### config.mk
export PLATFORM = sky130hd
export DESIGN_NAME = fwd_unit
export DESIGN_NICKNAME = d
export VERILOG_FILES = /design/src/rtl/fwd_pkg.sv /design/src/rtl/fwd_match.sv /design/src/rtl/fwd_prio.sv /design/src/rtl/fwd_mux.sv /design/src/rtl/fwd_unit.sv
export SDC_FILE = /design/constraint.sdc
export NUM_CORES = 1
export LEC_CHECK = 0
export ABC_CLOCK_PERIOD_IN_PS = 3600
export BUFFER_PORTS_ARGS = -buffer_cell sky130_fd_sc_hd__buf_4
export CAP_MARGIN = 20
export CELL_PAD_IN_SITES_DETAIL_PLACEMENT = 0
export CELL_PAD_IN_SITES_GLOBAL_PLACEMENT = 1
export CORE_AREA = 2 2 88 111
export DETAILED_ROUTE_END_ITERATION = 12
export DIE_AREA = 0 0 90 113
export GPL_ROUTABILITY_DRIVEN = 1
export GPL_TIMING_DRIVEN = 0
export PLACE_DENSITY_LB_ADDON = 0.1
export SETUP_SLACK_MARGIN = 0.02
export SYNTH_ARGS = -nofsm -noshare
export SYNTH_HDL_FRONTEND = slang
export SYNTH_SLANG_ARGS = --single-unit
### constraint.sdc
create_clock -name vclk -period 3.6
set_input_delay 0.54 -clock vclk [all_inputs]
set_output_delay 0.54 -clock vclk [all_outputs]
set_load 0.1 [all_outputs]
### src/rtl/fwd_pkg.sv
package fwd_pkg;

  typedef enum logic [1:0] {
    FWD_RF  = 2'b00,
    FWD_MWB = 2'b01,
    FWD_EXM = 2'b10
  } fwd_sel_e;

endpackage

### src/rtl/fwd_match.sv
module fwd_match #(
  parameter int REG_AW = 5
) (
  input  logic [REG_AW-1:0] src_idx,
  input  logic [REG_AW-1:0] dst_idx,
  input  logic              dst_we,
  output logic              hit
);

  localparam logic [REG_AW-1:0] ZERO_IDX = '0;

  logic same_reg;
  logic live_dst;

  always_comb begin
    same_reg = (dst_idx == src_idx);
    live_dst = dst_we && (dst_idx != ZERO_IDX);
    hit      = same_reg && live_dst;
  end

endmodule

### src/rtl/fwd_prio.sv
module fwd_prio
  import fwd_pkg::*;
(
  input  logic     hit_exm,
  input  logic     hit_mwb,
  output fwd_sel_e sel
);

  always_comb begin
    if (hit_exm)      sel = FWD_EXM;
    else if (hit_mwb) sel = FWD_MWB;
    else              sel = FWD_RF;
  end

endmodule

### src/rtl/fwd_mux.sv
module fwd_mux
  import fwd_pkg::*;
#(
  parameter int XLEN = 32
) (
  input  fwd_sel_e          sel,
  input  logic [XLEN-1:0]   rf_val,
  input  logic [XLEN-1:0]   exm_val,
  input  logic [XLEN-1:0]   mwb_val,
  output logic [XLEN-1:0]   op_val
);

  always_comb begin
    case (sel)
      FWD_EXM: op_val = exm_val;
      FWD_MWB: op_val = mwb_val;
      default: op_val = rf_val;
    endcase
  end

endmodule

### src/rtl/fwd_unit.sv
module fwd_unit
  import fwd_pkg::*;
#(
  parameter int REG_AW  = 5,
  parameter int XLEN    = 32,
  parameter int NUM_SRC = 2
) (
  input  logic [NUM_SRC*REG_AW-1:0] ex_src_idx,
  input  logic [NUM_SRC*XLEN-1:0]   rf_data,
  input  logic [REG_AW-1:0]         exm_dst_idx,
  input  logic                      exm_wr_en,
  input  logic [XLEN-1:0]           exm_result,
  input  logic [REG_AW-1:0]         mwb_dst_idx,
  input  logic                      mwb_wr_en,
  input  logic [XLEN-1:0]           mwb_result,
  output logic [2*NUM_SRC-1:0]      op_sel,
  output logic [NUM_SRC*XLEN-1:0]   op_data
);

  localparam int SEL_W = 2;

  for (genvar g = 0; g < NUM_SRC; g++) begin : g_opnd
    logic     hit_exm;
    logic     hit_mwb;
    fwd_sel_e sel;

    fwd_match #(.REG_AW(REG_AW)) u_match_exm (
      .src_idx (ex_src_idx[g*REG_AW +: REG_AW]),
      .dst_idx (exm_dst_idx),
      .dst_we  (exm_wr_en),
      .hit     (hit_exm)
    );

    fwd_match #(.REG_AW(REG_AW)) u_match_mwb (
      .src_idx (ex_src_idx[g*REG_AW +: REG_AW]),
      .dst_idx (mwb_dst_idx),
      .dst_we  (mwb_wr_en),
      .hit     (hit_mwb)
    );

    fwd_prio u_prio (
      .hit_exm (hit_exm),
      .hit_mwb (hit_mwb),
      .sel     (sel)
    );

    fwd_mux #(.XLEN(XLEN)) u_mux (
      .sel     (sel),
      .rf_val  (rf_data[g*XLEN +: XLEN]),
      .exm_val (exm_result),
      .mwb_val (mwb_result),
      .op_val  (op_data[g*XLEN +: XLEN])
    );

    assign op_sel[g*SEL_W +: SEL_W] = sel;
  end

endmodule

==> report_table.html <==
<table>
<tr><th>Metric</th><th>Value</th></tr>
<tr><th colspan="2">Timing</th></tr>
<tr><td>Final Hold Violating Endpoints</td><td>0</td></tr>
<tr><td>Setup_tns</td><td>0 ns</td></tr>
<tr><td>Clock period minus worst slack</td><td>3.30 ns</td></tr>
<tr><td>Final number of max-transition violations</td><td>0</td></tr>
<tr><td>Max transition margin</td><td>0.474</td></tr>
<tr><td>RSZ-0062 raised after global routing</td><td>no</td></tr>
<tr><td>Count of final setup violators</td><td>0</td></tr>
<tr><td>Highest attainable clock frequency</td><td>around 300 MHz</td></tr>
<tr><td>Final-layout worst hold slack</td><td>between 1.5 and 2 ns</td></tr>
<tr><td>Period Utilization, post-route</td><td>0.916</td></tr>
<tr><td>Worst Tran Pin Value</td><td>0.784 ns</td></tr>
<tr><th colspan="2">Drt</th></tr>
<tr><td>Number of vias per cell</td><td>5.71</td></tr>
<tr><td>Pre-Repair DR Iteration Count</td><td>4</td></tr>
<tr><td>Post-detailed-route DRC marker count</td><td>0</td></tr>
<tr><td>DRC violation total after the first TritonRoute iteration</td><td>236</td></tr>
<tr><td>Number of nets with antenna violations after routing</td><td>0</td></tr>
<tr><td>Drt total wl</td><td>around 14000 um</td></tr>
<tr><td>Total vias in the final route</td><td>4016</td></tr>
<tr><td>Per-cell routed wire length</td><td>19.8 um</td></tr>
<tr><th colspan="2">Clock tree</th></tr>
<tr><td>CTS hold repair buffers</td><td>0</td></tr>
<tr><td>Count of buffers added by post-CTS timing repair for setup</td><td>0</td></tr>
<tr><td>Quantity of gates resized following cts</td><td>0</td></tr>
<tr><th colspan="2">Cells and area</th></tr>
<tr><td>Count of placed standard cells in the final layout, fillers left out</td><td>703</td></tr>
<tr><td>Clkbuf count</td><td>0</td></tr>
<tr><td>Final std cell area, no fill</td><td>4420 sq um</td></tr>
<tr><td>Number of nets in the layout</td><td>~730</td></tr>
<tr><td>Utilization of the core after routing</td><td>0.487</td></tr>
<tr><td>Layout sequential cell count</td><td>0</td></tr>
<tr><td>Fraction of final layout cells sized beyond drive strength 1</td><td>0.536</td></tr>
<tr><td># diodes</td><td>0</td></tr>
<tr><td>Area Growth Syn to Fin</td><td>99.8%</td></tr>
<tr><td>Storage element area</td><td>0 sq um</td></tr>
<tr><th colspan="2">Placement</th></tr>
<tr><td>Half-perimeter wire length after detailed placement</td><td>11100 um</td></tr>
<tr><td>Global placer's final weighted congestion</td><td>0.869</td></tr>
<tr><td>Placed Instance Area</td><td>between 4000 and 5000 sq um</td></tr>
<tr><td>Placed insts</td><td>about 700</td></tr>
<tr><td>Number of buffers added on ports</td><td>218</td></tr>
<tr><th colspan="2">Pwr</th></tr>
<tr><td>Net Sw Power</td><td>~0.72 mW</td></tr>
<tr><td>Share of total power in the clock network</td><td>0</td></tr>
<tr><td>Switching part of the total</td><td>0.723</td></tr>
<tr><td>Cell internal pwr</td><td>0.275 mW</td></tr>
<tr><td>Sequential share of power</td><td>0</td></tr>
<tr><td>Combinational share of power</td><td>1.000</td></tr>
<tr><td>Cell leakage power</td><td>between 1.5 and 2 nW</td></tr>
<tr><td>Worst IR drop on VDD</td><td>0.119 mV</td></tr>
<tr><td>Pwr/cell area</td><td>around 220 nW/um^2</td></tr>
<tr><th colspan="2">Yosys</th></tr>
<tr><td>Main combinational cell family by area after synthesis</td><td>compound AO/OA/AOI/OAI gates</td></tr>
<tr><td>Simple logic cell fraction of the synthesized area</td><td>0.376</td></tr>
<tr><td>Complex-gate fraction of the synthesized area</td><td>0.415</td></tr>
<tr><td>Multiplexer share of the synthesized area</td><td>0</td></tr>
<tr><td>Synthesized area per cell</td><td>6.11 sq um</td></tr>
<tr><td>Area share of the leading cell type in the synthesized netlist</td><td>0.217</td></tr>
<tr><td>Top post-synthesis cells by count</td><td>66 x sky130_fd_sc_hd__nand4_1, 66 x sky130_fd_sc_hd__nor3_1, 64 x sky130_fd_sc_hd__a31oi_1, 64 x sky130_fd_sc_hd__o31ai_1, 40 x sky130_fd_sc_hd__clkbuf_1</td></tr>
<tr><td>Register area share after synthesis</td><td>0</td></tr>
<tr><td>Post-synthesis instance area</td><td>2210 sq um</td></tr>
<tr><td>Number of unique standard cell types used by synthesis</td><td>21</td></tr>
<tr><td>Net Count, Synth</td><td>512</td></tr>
<tr><td>Synthesized instance count</td><td>between 300 and 400</td></tr>
<tr><td>Most area-consuming cells after synthesis</td><td>sky130_fd_sc_hd__o31ai_1 22%, sky130_fd_sc_hd__nand4_1 19%, sky130_fd_sc_hd__a31oi_1 18%</td></tr>
<tr><td>Dominant cell type by area after synthesis</td><td>sky130_fd_sc_hd__o31ai_1</td></tr>
<tr><td>Count of yosys warnings during synthesis</td><td>0</td></tr>
<tr><td>Fraction of synthesized cell area in xor and xnor cells</td><td>0.0791</td></tr>
<tr><td>Post-Synth Adder-Cell Area</td><td>0</td></tr>
<tr><th colspan="2">Die</th></tr>
<tr><td>Core Box Area</td><td>9080 sq um</td></tr>
<tr><td>Horizontal die dimension</td><td>90 um</td></tr>
<tr><td>Io pins</td><td>218</td></tr>
<tr><td>Number of rows in the core area</td><td>39</td></tr>
<tr><td>Initial core utilization</td><td>0.244</td></tr>
<tr><td>Die Footprint</td><td>10200 sq um</td></tr>
<tr><td>Die Y-Extent</td><td>113 um</td></tr>
<tr><th colspan="2">Critical path</th></tr>
<tr><td>Critical path endpoint category</td><td>output pin</td></tr>
<tr><td>CP max-delay cell</td><td>sky130_fd_sc_hd__or4_4</td></tr>
<tr><td>Type of the setup path with the least slack</td><td>input pin to output pin</td></tr>
<tr><td>Worst-path fanout max</td><td>10</td></tr>
<tr><td>Startpoint kind of the worst setup timing path</td><td>input pin</td></tr>
<tr><td>Combined buffer and inverter count along the critical path</td><td>4</td></tr>
<tr><td>Dominant delay contributor by cell family on the critical path</td><td>buffers and inverters</td></tr>
<tr><td>Critical path's largest stage delay</td><td>around 0.56 ns</td></tr>
<tr><td>Crit-path cells</td><td>buf_4 -&gt; or4_4 -&gt; o211ai_2 -&gt; or2_1 -&gt; buf_2 -&gt; buf_2 -&gt; a31oi_2 -&gt; buf_4</td></tr>
<tr><td>Worst Path Required</td><td>3.06 ns</td></tr>
<tr><td>WP data arrival</td><td>around 2.8 ns</td></tr>
<tr><th colspan="2">Global routing</th></tr>
<tr><td>Initial antenna violation count</td><td>0</td></tr>
<tr><td>Pin count of the biggest net entering global routing</td><td>11</td></tr>
<tr><td>Via count of the first global-routing pass</td><td>4072</td></tr>
<tr><td>Gr ovfl total</td><td>0</td></tr>
<tr><td>First-pass GRT wire length</td><td>between 20000 and 25000 um</td></tr>
<tr><td>Overall fraction of global-route tracks in use</td><td>0.253</td></tr>
<tr><th colspan="2">Run</th></tr>
<tr><td># Max-Cap Violations</td><td>0</td></tr>
<tr><th colspan="2">Outcome</th></tr>
<tr><td>Outcome</td><td>finished clean</td></tr>
<tr><th colspan="2">Min path</th></tr>
<tr><td>Hold crit path type</td><td>input pin to output pin</td></tr>
</table>
[kinds of logic (layout without fill, tap and decap cells)]
logic type | after synthesis | in the layout
AND/OR/NAND/NOR | 144 | 144
AO/OA/AOI/OAI | 132 | 132
buffers and inverters | 66 | 284
XOR/XNOR | 20 | 20
[worst paths after layout]
path / startpoint / end / cells past startpoint
worst min-delay path: rf_data[23] / op_data[23] / 4
worst max-delay path: exm_dst_idx[1] / op_data[1] / 8
[routing by layer]
metal	routed length, um	up-vias	global-route usage
met1	5330	1860	0.305
met2	7220	192	0.476
met4	270	0	0.0451
met3	1110	20	0.0419
met5	0	-	0
li1	-	1944	-
[placed cells by master, fill, tap and decap left out]
master	synthesis	final
sky130_fd_sc_hd__nor2_1	2	2
sky130_fd_sc_hd__buf_1	4	4
sky130_fd_sc_hd__or3_1	2	2
sky130_fd_sc_hd__o211ai_2	2	2
sky130_fd_sc_hd__inv_2	2	2
sky130_fd_sc_hd__or2_1	2	2
sky130_fd_sc_hd__o21a_1	1	1
sky130_fd_sc_hd__or4_1	1	1
sky130_fd_sc_hd__o21ai_1	1	1
sky130_fd_sc_hd__o31ai_1	64	64
sky130_fd_sc_hd__xnor2_1	10	10
sky130_fd_sc_hd__nor3_1	66	66
sky130_fd_sc_hd__buf_4	6	224
sky130_fd_sc_hd__a31oi_2	0	64
sky130_fd_sc_hd__nand4_1	66	66
sky130_fd_sc_hd__buf_2	14	14
sky130_fd_sc_hd__clkbuf_1	40	40
sky130_fd_sc_hd__or2_2	2	2
sky130_fd_sc_hd__nor4_4	0	2
sky130_fd_sc_hd__or4_4	1	1
sky130_fd_sc_hd__xor2_1	10	10
[layout make-up]
type | count | area, sq um
inverters | 2 | 7.51
multi-input cells | 296 | 2340
plain buffers | 64 | 280
repair buffers | 218 | 1640
fillers | 964 | 4650
well taps | 123 | 154
[power groups by stage]
stage	clock network, mW	registers, mW	logic, mW
final	0	0	0.994
after global routing	0	0	1.03
after CTS	0	0	0.991
after detailed placement	0	0	0.989
after global placement	0	0	0.986
after floorplan	0	0	0.668
[stage by stage]
| stage | worst slack [ns] | total power, mW |
|---|---|---|
| after floorplan | 0.345 | 0.668 |
| final | 0.301 | 0.994 |
| after global routing | 0.171 | 1.03 |
| after CTS | 0.297 | 0.991 |
| after global placement | 0.300 | 0.986 |
| after detailed placement | 0.299 | 0.989 |
Note: power is estimated with default switching activity, not from simulation.
